### src/rtl/burst_seq_pkg.sv
package burst_seq_pkg;
  // Burst configuration captured when a burst is loaded
  typedef struct packed {
    logic [2:0] len_code;   // 0..3 -> 1,2,4,8 beats; bit 2 set -> full page
    logic       interleave; // ordering request
  } burst_cfg_t;

  localparam int unsigned LEN_CODE_W = 3;
endpackage

### src/rtl/bseq_len_decode.sv
module bseq_len_decode #(
  parameter int unsigned COL_W = 10
) (
  input  logic [2:0]       len_code,
  output logic             fullpage,
  output logic [COL_W-1:0] wrap_mask
);
  always_comb begin
    fullpage  = len_code[2];
    wrap_mask = {COL_W{1'b1}};
    if (!fullpage) begin
      wrap_mask = ~({COL_W{1'b1}} << len_code[1:0]);
    end
  end
endmodule

### src/rtl/bseq_beat_ctr.sv
module bseq_beat_ctr #(
  parameter int unsigned COL_W = 10
) (
  input  logic             clk,
  input  logic             rst_n,
  input  logic             load,
  input  logic             advance,
  output logic [COL_W-1:0] beat
);
  always_ff @(posedge clk) begin
    if (!rst_n) begin
      beat <= '0;
    end else if (load) begin
      beat <= '0;
    end else if (advance) begin
      beat <= beat + 1'b1;
    end
  end
endmodule

### src/rtl/bseq_addr_gen.sv
module bseq_addr_gen #(
  parameter int unsigned COL_W = 10
) (
  input  logic [COL_W-1:0] base,
  input  logic [COL_W-1:0] beat,
  input  logic [COL_W-1:0] wrap_mask,
  input  logic             interleave,
  output logic [COL_W-1:0] addr
);
  logic [COL_W-1:0] seq_sum;

  // Carry out of the masked field is dropped bit by bit below
  assign seq_sum = (base & wrap_mask) + beat;

  for (genvar i = 0; i < COL_W; i++) begin : g_bit
    assign addr[i] = wrap_mask[i] ? (interleave ? (base[i] ^ beat[i]) : seq_sum[i])
                                  : base[i];
  end
endmodule

### src/rtl/burst_col_seq.sv
module burst_col_seq
  import burst_seq_pkg::*;
#(
  parameter int unsigned COL_W = 10
) (
  input  logic             clk,
  input  logic             rst_n,
  input  logic             start,
  input  logic [COL_W-1:0] start_col,
  input  logic [2:0]       bl_code,
  input  logic             wrap_il,
  input  logic             stop,
  output logic             col_valid,
  input  logic             col_ready,
  output logic [COL_W-1:0] col_addr,
  output logic             col_last
);
  logic             valid_q;
  logic [COL_W-1:0] base_q;
  burst_cfg_t       cfg_q;
  logic             lat_fullpage;
  logic [COL_W-1:0] lat_mask;
  logic [COL_W-1:0] beat;
  logic             last_beat;
  logic             xfer;

  bseq_len_decode #(.COL_W(COL_W)) u_dec (
    .len_code  (cfg_q.len_code),
    .fullpage  (lat_fullpage),
    .wrap_mask (lat_mask)
  );

  assign last_beat = valid_q && !lat_fullpage && (beat == lat_mask);
  assign xfer      = valid_q && col_ready && !start;

  bseq_beat_ctr #(.COL_W(COL_W)) u_ctr (
    .clk     (clk),
    .rst_n   (rst_n),
    .load    (start),
    .advance (xfer && !last_beat),
    .beat    (beat)
  );

  bseq_addr_gen #(.COL_W(COL_W)) u_gen (
    .base       (base_q),
    .beat       (beat),
    .wrap_mask  (lat_mask),
    .interleave (cfg_q.interleave && !lat_fullpage),
    .addr       (col_addr)
  );

  always_ff @(posedge clk) begin
    if (!rst_n) begin
      valid_q <= 1'b0;
      base_q  <= '0;
      cfg_q   <= '0;
    end else if (start) begin
      valid_q        <= 1'b1;
      base_q         <= start_col;
      cfg_q.len_code <= bl_code;
      cfg_q.interleave <= wrap_il;
    end else if (valid_q && stop) begin
      valid_q <= 1'b0;
    end else if (xfer && last_beat) begin
      valid_q <= 1'b0;
    end
  end

  assign col_valid = valid_q;
  assign col_last  = last_beat;
endmodule

### config.mk
export PLATFORM = sky130hd
export DESIGN_NAME = burst_col_seq
export DESIGN_NICKNAME = d
export VERILOG_FILES = /design/src/rtl/burst_seq_pkg.sv /design/src/rtl/bseq_len_decode.sv /design/src/rtl/bseq_beat_ctr.sv /design/src/rtl/bseq_addr_gen.sv /design/src/rtl/burst_col_seq.sv
export SDC_FILE = /design/constraint.sdc
export NUM_CORES = 1
export LEC_CHECK = 0
export BUFFER_PORTS_ARGS = -buffer_cell sky130_fd_sc_hd__buf_2
export CAP_MARGIN = 20
export CORE_ASPECT_RATIO = 1.5
export CORE_MARGIN = 5
export CORE_UTILIZATION = 45
export CTS_BUF_LIST = sky130_fd_sc_hd__clkbuf_8
export CTS_CLUSTER_SIZE = 14
export DETAILED_ROUTE_END_ITERATION = 6
export PLACE_DENSITY_LB_ADDON = 0.1
export REMOVE_ABC_BUFFERS = 1
export SKIP_CTS_REPAIR_TIMING = 1
export SYNTH_ARGS = -nofsm -noshare
export SYNTH_HDL_FRONTEND = slang
export SYNTH_SLANG_ARGS = --single-unit
### constraint.sdc
create_clock -name clk -period 3.55 [get_ports clk]
set_input_delay 0.71 -clock clk [delete_from_list [all_inputs] [get_ports clk]]
set_output_delay 0.71 -clock clk [all_outputs]
set_load 0.005 [all_outputs]
* Word-level counts from Yosys, hierarchy flattened
Index checks and enable logic that the tools add are counted.
** Word-level totals
- Bits in registers :: 25
- Input port bits :: 19
- Output and inout port bits :: 12
** Operators by class
- Reductions and logical operators :: 13
- Equal/unequal tests :: 1
- Shift-type cells :: 1
- $add $sub $neg :: 2
- Bitwise operators :: 13
- Mux-type cells :: 24
** Operator list (number)
- $mux 1 :: 23
- $add 10x1->10 const B :: 1
- $add 10x10->10 :: 1
- $and 10x10->10 :: 1
- $eq 10x10->1 :: 1
- $mux 10 :: 1
- $not 10->10 :: 1
- $shl 10x2->10 const A :: 1
- $xor 1x1->1 :: 10
- $logic_and 1x1->1 :: 8
- $logic_not 1->1 :: 3
- $reduce_bool 3->1 :: 1
- $reduce_or 2->1 :: 1
- $not 1->1 :: 1

* Longest topological paths before layout
Gate-level depths: netlist of run 1.
- Depth after elaboration :: 9
- Gate-level depth with buffers :: 11

* Hierarchy
Synthesis of run 1 repeated with hierarchy kept, for this count alone.
** Second synthesis, totals
- Cells, all modules :: 249
- Area total of the unflattened synthesis :: 2025.7 sq um
** By module, submodules not included
- bseq_addr_gen :: times used 1, cells an instance 119, area each 765.7 sq um, seq. area each 0.0 sq um
- burst_col_seq :: times used 1, cells an instance 69, area each 715.7 sq um, seq. area each 300.3 sq um
- bseq_beat_ctr :: times used 1, cells an instance 50, area each 462.9 sq um, seq. area each 200.2 sq um
- bseq_len_decode :: times used 1, cells an instance 11, area each 81.3 sq um, seq. area each 0.0 sq um

* Worst setup path after synthesis of run 1
OpenSTA, ideal clock, no wires.
- Path kind :: register to output
- Start :: reg, netlist name cfg_q[3]
- End :: out col_addr[8]
- Cell stages (with the launch flop) :: 12
- Data required time :: 2.840 ns
- Setup slack :: 0.145 ns
- Arrival time :: 2.695 ns
- Buffers on the path :: 2
- Cells stage by stage :: dfxtp_1 buf_6 clkbuf_1 nor3_1 nor2b_1 ha_1 fa_1 a21oi_1 o21bai_1 a2111oi_0 nor2_1 o311ai_0
** On the way
- Cells in the longest elaborated chain, start to end :: 5
- Elaborated cells between the ends (all ways) :: 7
** Ends and longest elaborated chain
- $mux 10 :: line bseq_len_decode.sv:11 : if (!fullpage) begin
- $and 10x10->10 :: line bseq_addr_gen.sv:13 : assign seq_sum = (base & wrap_mask) + beat;
- $add 10x10->10 :: line bseq_addr_gen.sv:13
- $mux 1 :: line bseq_addr_gen.sv:16 : assign addr[i] = wrap_mask[i] ? (interleave ? (base[i] ^ beat[i]) : seq_sum[i])
- $mux 1 * :: line bseq_addr_gen.sv:16
- to (decl) :: line burst_col_seq.sv:15 : output logic [COL_W-1:0] col_addr,
Mark *: on every way between the ends. The rest lies on a longest branch, timed or not.

* Worst setup path in the final report of run 1
- Start :: reg, netlist name cfg_q[3]
- End :: out col_addr[9]
** On the way
- Cells in the longest elaborated chain, start to end :: 5
- Elaborated cells between the ends (all ways) :: 7
** Ends and longest elaborated chain (line)
- $mux 10 :: bseq_len_decode.sv:11
- $and 10x10->10 :: bseq_addr_gen.sv:13
- $add 10x10->10 :: bseq_addr_gen.sv:13
- $mux 1 :: bseq_addr_gen.sv:16
- $mux 1 * :: bseq_addr_gen.sv:16
Marks and branches as above.

==> results.py, run 1 <==
metrics = {
    "detailed_routing": {
        "drt-initial-drc-count": 96,
        "dr.pass1.iters": 4,
        "vias_per_cell": 5.76,
        "drc": 0,
        "vias": 1727,
        "ant_nets": 0,
        "wl_per_cell_um": 14.6,
        "wirelength_um": 4390,
    },
    "synthesis": {
        "ys.flop_type": "dfxtp_1",
        "synth_edf_count": 0,
        "yosysUniqueCellTypes": 51,
        "synth_seq_cells": 25,
        "synth_cells": 222,
        "avgSynthCellArea_um2": 8.28,
        "synthArstFlopShare_pct": 0,
        "yosys_warnings": 0,
        "synthesis.area_um2": 1840,
        "yosysSeqAreaShare_pct": 27.2,
    },
    "global_routing": {
        "grtUsageTotal_pct": 16.6,
        "grt-ovfl-total": 0,
        "grt_max_degree": 22,
        "antenna_found_initial": 0,
        "grt_pass1_wl_um": 7470,
        "grt_pass1_vias": 1623,
    },
    "cts": {
        "clk_pin_slew_ns": 0.10,
        "cts_root_buffer": "clkbuf_8",
        "htree_levels": 1,
        "cts-buffers-inserted": 3,
        "cts_tree": "built",
        "clock-sinks": 25,
        "clock_path_buffers": 2,
        "clk_latency_ns": 0.28,
    },
    "worst_setup_path": {
        "cp_data_arrival_time_ns": 2.67,
        "r2r_start": "cfg_q[3]",
        "path_max_fanout": 21,
        "worstSetupStartpoint": "cfg_q[3]",
        "required_ns": 2.84,
        "cp_slowest_cell": "or3_1",
        "crit_path_frequent_cell": "buf_4",
        "crit_path_end_kind": "output pin",
        "cp_cell_sequence": "buf_4 -> buf_4 -> and2_1 -> ha_1 -> or3_1 -> a211oi_1 -> a211oi_2 -> mux2i_1 -> xor2_1 -> buf_2",
        "slowest_delay_ns": 0.35,
        "cp-start-kind": "register",
        "crit_type": "register to output pin",
    },
    "floorplanning": {
        "core-area_um2": 3960,
        "dieWidth_um": 62.2,
        "pin_count": 31,
        "rows": 28,
        "fp.dieH_um": 88.3,
        "die-area_um2": 5490,
        "initial_utilization_pct": 46.5,
    },
    "placed_design": {
        "dp_hpwl_um": 3370,
        "place.gp.congestion": 0.865,
        "numPortBuffers": 30,
    },
    "timing": {
        "slew_violations": 0,
        "setup_viol": 0,
        "hold_violations": 0,
        "worst_slew_pin_slew_ns": 0.499,
        "max_slew_margin_pct": 66.8,
        "min_period_ns": 3.38,
        "fin_setup_tns_ns": 0,
        "skew_ns": 0.00898,
        "finalCritPeriodShare_pct": 95.2,
        "max_clock_freq_mhz": 296,
    },
    "power_and_ir_drop": {
        "leakage_nw": 0.935,
        "ir_drop_v": 0.000161,
        "cellPowerDensity_nw_per_um2": 274,
    },
    "finish": {
        "most-common-layout-cells": "buf_2 (30), dfxtp_1 (25), mux2i_1 (18)",
        "diodes": 0,
        "drive_gt1_share_pct": 21.2,
        "n_fill_cell": 403,
        "fin_util_pct": 53.6,
        "final_common_cell": "buf_2",
        "num-nets-final": 286,
        "area_growth_pct": 15.3,
    },
    "status": {
        "status": "completed",
    },
    "flow_run": {
        "maxCapViolations": 0,
    },
    "min_path": {
        "min_path_type": "register to register",
        "min-delay-start": "u_ctr.beat[9]",
    },
}
-- area by class of cell --
class                           instances  area, µm²  area share (%)
Clock buffer                            3       41.3            1.95
Clock inverter                          1       7.51           0.354
Inverter                                8       32.5            1.53
Multi-Input combinational cell        181       1280            60.4
Sequential cell                        25        500            23.6
Tap cell                               45       56.3            2.65
Timing Repair Buffer                   37        203            9.56
-- path summary, 6_finish.rpt --
path	depth (start not counted)	slack (ns)	endpoint
min	2	0.52	u_ctr.beat[9]
min reg2reg	2	0.52	u_ctr.beat[9]
max reg2reg	8	1.39	u_ctr.beat[3]
max	10	0.17	col_addr[9]
-- through the flow --
step	power [mW]	cell area, µm²	cells	setup WS (ns)	hold slack (ns)
detailed placement	0.408	2060	296	0.203	0.511
global placement	0.408	2060	296	0.231	0.501
finish	0.581	2120	300	0.171	0.520
CTS	0.588	2100	300	-0.133	0.525
global route	0.613	2120	300	-0.0252	0.560
floorplan	0.363	1800	214	0.207	0.472
-- worst max-delay path, delay by kind of cell (launching register included) --
family          cells  cell delay [ns]
buf+inv             3             0.49
simple gates        2             0.53
compound gates      2             0.36
fa+ha+maj           1             0.34
flops               1             0.33
xor+xnor            1             0.16
mux                 1             0.20
-- logic make-up after synthesis --
kind of cell / synth area share (%)
multiplexers: 11.6
AND/OR/NAND/NOR: 25.4
AO/OA/AOI/OAI: 19.9
adder cells (fa/ha/maj): 7.89
XOR/XNOR: 3.81
buffers and inverters: 4.08
flip-flops: 27.2
-- synthesized netlist by cell type (3+ instances only) --
| library cell | instances | area [µm²] |
|---|---|---|
| a211o_1 | 3 | 26.3 |
| a21boi_0 | 3 | 22.5 |
| a21o_1 | 3 | 22.5 |
| a21oi_1 | 14 | 70.1 |
| a31oi_1 | 3 | 18.8 |
| and2_1 | 6 | 37.5 |
| clkbuf_1 | 3 | 11.3 |
| dfxtp_1 | 25 | 500 |
| ha_1 | 10 | 125 |
| inv_1 | 7 | 26.3 |
| mux2_2 | 3 | 33.8 |
| mux2i_1 | 18 | 180 |
| nand2_1 | 15 | 56.3 |
| nand2b_1 | 7 | 43.8 |
| nand3_1 | 6 | 30.0 |
| nand4_1 | 4 | 25.0 |
| nor2_1 | 13 | 48.8 |
| nor2b_1 | 17 | 106 |
| nor3_1 | 5 | 25.0 |
| o21ai_0 | 11 | 55.1 |
| or3_1 | 4 | 25.0 |
| xnor2_1 | 4 | 35.0 |
| xor2_1 | 4 | 35.0 |
-- where the power goes --
part	switching, mW	total, mW	internal (mW)	leakage [nW]
Clock	0.0986	0.178	0.0797	0.0217
Sequential	0.00862	0.299	0.291	0.205
Combinational	0.0521	0.103	0.0507	0.709
Total	0.159	0.581	0.421	0.935
-- state kept, by name, indices dropped and copies added, names as in the netlist --
signal      count
u_ctr.beat     10
cfg_q           4
base_q         10
col_valid       1
-- layer usage --
layer	up-vias	global-route usage [%]	wire, µm
met4	0	7.10	116
met1	791	19.7	1920
met2	50	29.5	2150
met3	11	2.41	208
li1	875	-	-
met5	-	0	0
Note: power is estimated with default switching activity, not from simulation.
==> run 2, diff against run 1 <==
--- a/config.mk
+++ b/config.mk
@@ -10,5 +10,5 @@
 export CORE_ASPECT_RATIO = 1.5
 export CORE_MARGIN = 5
-export CORE_UTILIZATION = 45
+export CORE_UTILIZATION = 50
 export CTS_BUF_LIST = sky130_fd_sc_hd__clkbuf_8
 export CTS_CLUSTER_SIZE = 14
==> constraint.sdc (replaced) <==
create_clock -name clk -period 3.55 [get_ports clk]
set_input_delay 1.065 -clock clk [delete_from_list [all_inputs] [get_ports clk]]
set_output_delay 1.065 -clock clk [all_outputs]
set_load 0.005 [all_outputs]
==> run 2 against run 1 <==
Compared with the run above: the flow now finishes with violations (setup timing); global-route usage increased by 2.4 points; via count increased by 2.8%; utilization increased by 8.5 points; register-to-register slack improved by 0.15 ns; critical endpoint is now col_addr[8]; largest power group unchanged; highest routed layer unchanged.
==> results.py, run 2 (same netlist as run 1, synthesis figures left out) <==
metrics = {
    "status": {
        "status": "finished, violations left",
        "failed_checks": "setup timing",
    },
    "placed_design": {
        "dp_hpwl_um": 3370,
        "numPortBuffers": 30,
        "place.gp.congestion": 0.818,
        "post_dp_cell_area_um2": 2110,
    },
    "finish": {
        "final_common_cell": "buf_2",
        "diodes": 0,
        "area_growth_pct": 22.0,
        "num-nets-final": 295,
        "fin_area_um2": 2240,
        "most-common-layout-cells": "buf_2 (30), dfxtp_1 (23), mux2i_1 (18)",
        "fin_util_pct": 62.1,
        "drive_gt1_share_pct": 28.4,
        "multi_input_area_um2": 1330,
        "largestRegisters": "base_q x10, u_ctr.beat x10, cfg_q x4",
        "n_fill_cell": 350,
        "seq_area_um2": 503,
    },
    "worst_setup_path": {
        "cp-start-kind": "register",
        "required_ns": 2.48,
        "crit_type": "register to output pin",
        "crit_path_end_kind": "output pin",
        "path_max_fanout": 2,
        "cp_data_arrival_time_ns": 2.60,
    },
    "global_routing": {
        "grtUsageTotal_pct": 19.0,
        "grt_pass1_vias": 1670,
        "grt-ovfl-total": 0,
        "grt_max_degree": 20,
        "grt_pass1_wl_um": 7660,
        "antenna_found_initial": 0,
    },
    "detailed_routing": {
        "drt-initial-drc-count": 32,
        "wl_per_cell_um": 14.9,
        "vias": 1775,
        "wirelength_um": 4580,
        "ant_nets": 0,
        "vias_per_cell": 5.78,
        "drc": 0,
        "dr.pass1.iters": 4,
    },
    "floorplanning": {
        "fp.dieH_um": 84.3,
        "core-area_um2": 3610,
        "pin_count": 31,
        "dieWidth_um": 59.5,
        "die-area_um2": 5020,
        "initial_utilization_pct": 50.9,
        "rows": 27,
    },
    "cts": {
        "cts_tree": "built",
        "cts_root_buffer": "clkbuf_8",
        "clk_latency_ns": 0.27,
        "clock_path_buffers": 2,
        "clk_pin_slew_ns": 0.09,
        "cts-buffers-inserted": 3,
        "htree_levels": 1,
        "clock-sinks": 25,
    },
    "flow_run": {
        "maxCapViolations": 0,
    },
    "timing": {
        "worst_slew_pin_slew_ns": 0.514,
        "slew_violations": 0,
        "max_slew_margin_pct": 65.7,
        "max_clock_freq_mhz": 273,
        "finalCritPeriodShare_pct": 103,
        "hold_violations": 0,
        "setup_viol": 5,
        "setup_ws_ns": -0.113,
        "min_period_ns": 3.66,
        "skew_ns": 0.00514,
        "grt_setup_unrepaired": "true",
        "fin_setup_tns_ns": -0.227,
    },
    "min_path": {
        "min_path_type": "register to register",
    },
    "power_and_ir_drop": {
        "ir_drop_v": 0.000177,
        "cellPowerDensity_nw_per_um2": 261,
        "leakage_nw": 0.978,
    },
}
run 2: through the flow:
stage	setup WS (ns)	power, mW	std cells	hold slack, ns
floorplan	-0.148	0.363	214	0.472
global placement	-0.121	0.410	302	0.515
detailed placement	-0.0860	0.412	302	0.526
CTS	-0.440	0.589	306	0.541
global route	-0.298	0.620	307	0.562
finish	-0.113	0.586	307	0.535
run 2: critical path: stages, from the launching register on:
cell       delay (ns)
dfxtp_2          0.34
nor3_4           0.19
nor2b_1          0.07
ha_2             0.21
fa_2             0.41
a21oi_2          0.13
o21bai_1         0.10
a2111oi_2        0.30
buf_4            0.18
nor2_2           0.04
o311ai_1         0.22
buf_2            0.16
run 2: routing by layer:
metal  wire, µm  global-route usage (%)
met1       1930                    23.0
met2       2330                    34.1
met5          0                       0
met4         95                    5.24
met3        221                    2.15
run 2: layout make-up:
cell class              count  share of cell area, %
clock buffers               3                   1.84
flip-flops and latches     25                   22.4
repair buffers             46                   12.4
multi-input cells         181                   59.2
clock inverters             1                  0.335
inverters                   8                   1.45
well taps                  43                   2.40
run 2: worst paths after layout:
| check | from | slack [ns] | depth (start not counted) | to |
|---|---|---|---|---|
| max | cfg_q[3] | -0.11 | 11 | col_addr[8] |
| min | base_q[5] | 0.54 | 2 | base_q[5] |
| max reg2reg | cfg_q[3] | 1.54 | 7 | u_ctr.beat[7] |
| min reg2reg | base_q[5] | 0.54 | 2 | base_q[5] |
run 2: where the power goes:
group / total (mW) / switching, mW / internal [mW]
combinational: 0.111 / 0.0550 / 0.0563
clock: 0.175 / 0.0954 / 0.0796
sequential: 0.299 / 0.00838 / 0.291
==> run 3, diff against run 2 <==
Settings changed: TNS_END_PERCENT set to 10.
==> run 3 against run 2 <==
Compared with the run above: the run still ends with setup timing left; count of clock-buffer cells in the layout unchanged; register-to-register slack hardly changed; final cell count unchanged; global-route usage is the same; non-clock buffer count did not move; critical path type unchanged; largest power group unchanged.
==> results.py, run 3 (same netlist as run 1, synthesis figures left out) <==
metrics = {
    "cts": {
        "clk_latency_ns": 0.27,
        "cts_tree": "built",
        "clk_pin_slew_ns": 0.09,
        "clock-sinks": 25,
        "clock_path_buffers": 2,
        "htree_levels": 1,
        "cts_root_buffer": "clkbuf_8",
        "cts-buffers-inserted": 3,
    },
    "detailed_routing": {
        "vias_per_cell": 5.78,
        "wl_per_cell_um": 14.9,
        "vias": 1775,
        "ant_nets": 0,
        "dr.pass1.iters": 4,
        "drt-initial-drc-count": 37,
        "wirelength_um": 4580,
        "drc": 0,
    },
    "placed_design": {
        "dp_hpwl_um": 3370,
        "placedCellCount": 302,
        "numPortBuffers": 30,
        "place.gp.congestion": 0.818,
    },
    "timing": {
        "grt_setup_unrepaired": "true",
        "skew_ns": 0.00514,
        "setup_ws_ns": -0.113,
        "min_period_ns": 3.66,
        "whs_ns": 0.535,
        "max_clock_freq_mhz": 273,
        "setup_viol": 5,
        "hold_violations": 0,
        "fin_setup_tns_ns": -0.227,
        "finalCritPeriodShare_pct": 103,
        "slew_violations": 0,
        "max_slew_margin_pct": 65.7,
        "worst_slew_pin_slew_ns": 0.514,
    },
    "floorplanning": {
        "pin_count": 31,
        "rows": 27,
        "dieWidth_um": 59.5,
        "initial_utilization_pct": 50.9,
        "core-area_um2": 3610,
        "die-area_um2": 5020,
        "fp.dieH_um": 84.3,
    },
    "min_path": {
        "min_path_type": "register to register",
        "min-delay-start": "base_q[5]",
    },
    "power_and_ir_drop": {
        "leakage_nw": 0.978,
        "combPwrFrac_pct": 19.0,
        "p_sw_uw": 159,
        "internal-power_uw": 427,
        "p_total_uw": 586,
        "clkPwrFrac_pct": 29.9,
        "p_seq_share_pct": 51.1,
        "swShare_pct": 27.1,
        "ir_drop_v": 0.000177,
        "cellPowerDensity_nw_per_um2": 261,
    },
    "worst_setup_path": {
        "path_max_fanout": 2,
        "crit_path_end_kind": "output pin",
        "cp.buffers_inverters": 2,
        "crit_type": "register to output pin",
        "cp-start-kind": "register",
        "cp_data_arrival_time_ns": 2.60,
        "slowest_delay_ns": 0.41,
        "critical-path-top-delay-family": "compound AO/OA/AOI/OAI gates",
        "r2r_start": "cfg_q[3]",
        "cp_cell_sequence": "nor3_4 -> nor2b_1 -> ha_2 -> fa_2 -> a21oi_2 -> o21bai_1 -> a2111oi_2 -> buf_4 -> nor2_2 -> o311ai_1 -> buf_2",
        "worstSetupStartpoint": "cfg_q[3]",
        "cp_slowest_cell": "fa_2",
        "required_ns": 2.48,
    },
    "flow_run": {
        "maxCapViolations": 0,
    },
    "finish": {
        "most-common-layout-cells": "buf_2 (30), dfxtp_1 (23), mux2i_1 (18)",
        "num-nets-final": 295,
        "drive_gt1_share_pct": 28.4,
        "final_common_cell": "buf_2",
        "area_growth_pct": 22.0,
        "largestRegisters": "base_q x10, u_ctr.beat x10, cfg_q x4",
        "finalNonFillerCells": 307,
        "diodes": 0,
    },
    "status": {
        "status": "finished, violations left",
        "failed_checks": "setup timing",
    },
    "global_routing": {
        "grtUsageTotal_pct": 19.0,
        "antenna_found_initial": 0,
        "grt_pass1_wl_um": 7660,
        "grt_pass1_vias": 1670,
        "grt-ovfl-total": 0,
        "grt_max_degree": 20,
    },
}
[run 3: cell counts in the layout (fill, tap and decap cells not counted)]
Identical to the previous run, type by type.
[run 3: power groups by stage]
stage	clock network (mW)	registers, mW	logic, mW
after floorplan	0	0.307	0.0558
after global placement	0	0.305	0.106
after detailed placement	0	0.305	0.107
after CTS	0.182	0.298	0.108
after global routing	0.195	0.301	0.123
final	0.175	0.299	0.111
[run 3: per-stage QoR]
stage,setup WS (ns),instance area [µm²],util [%]
finish,-0.113,2240,62.1
global route,-0.298,2240,62.1
CTS,-0.440,2160,59.8
detailed placement,-0.0860,2110,58.5
global placement,-0.121,2110,58.5
floorplan,-0.148,1800,-
[run 3: tightest hold or removal path: cells and delay by family, from the launching register on]
kind / cells / cell delay [ns]
flops: 1 / 0.33
simple gates: 1 / 0.05
mux: 1 / 0.12
[run 3: routing by layer]
layer | vias up | part of all wire (%) | global-route usage [%]
met2 | 49 | 51 | 34.1
met4 | 0 | 2.1 | 5.24
met1 | 825 | 42 | 23.0
li1 | 889 | - | -
met3 | 12 | 4.8 | 2.15
met5 | - | 0 | 0
[run 3: final timing paths]
check	cells after the start	slack (ns)	end
worst max-delay path	11	-0.11	col_addr[8]
worst min-delay path	2	0.54	base_q[5]
worst max register to register	7	1.54	u_ctr.beat[7]
worst min register to register	2	0.54	base_q[5]
[run 3: layout make-up]
| type | instances | area, µm² |
|---|---|---|
| clock buffers | 3 | 41.3 |
| clock inverters | 1 | 7.51 |
| repair buffers | 46 | 278 |
| multi-input cells | 181 | 1330 |
| fillers | 350 | 1370 |
| well taps | 43 | 53.8 |
| flip-flops and latches | 25 | 503 |
| inverters | 8 | 32.5 |
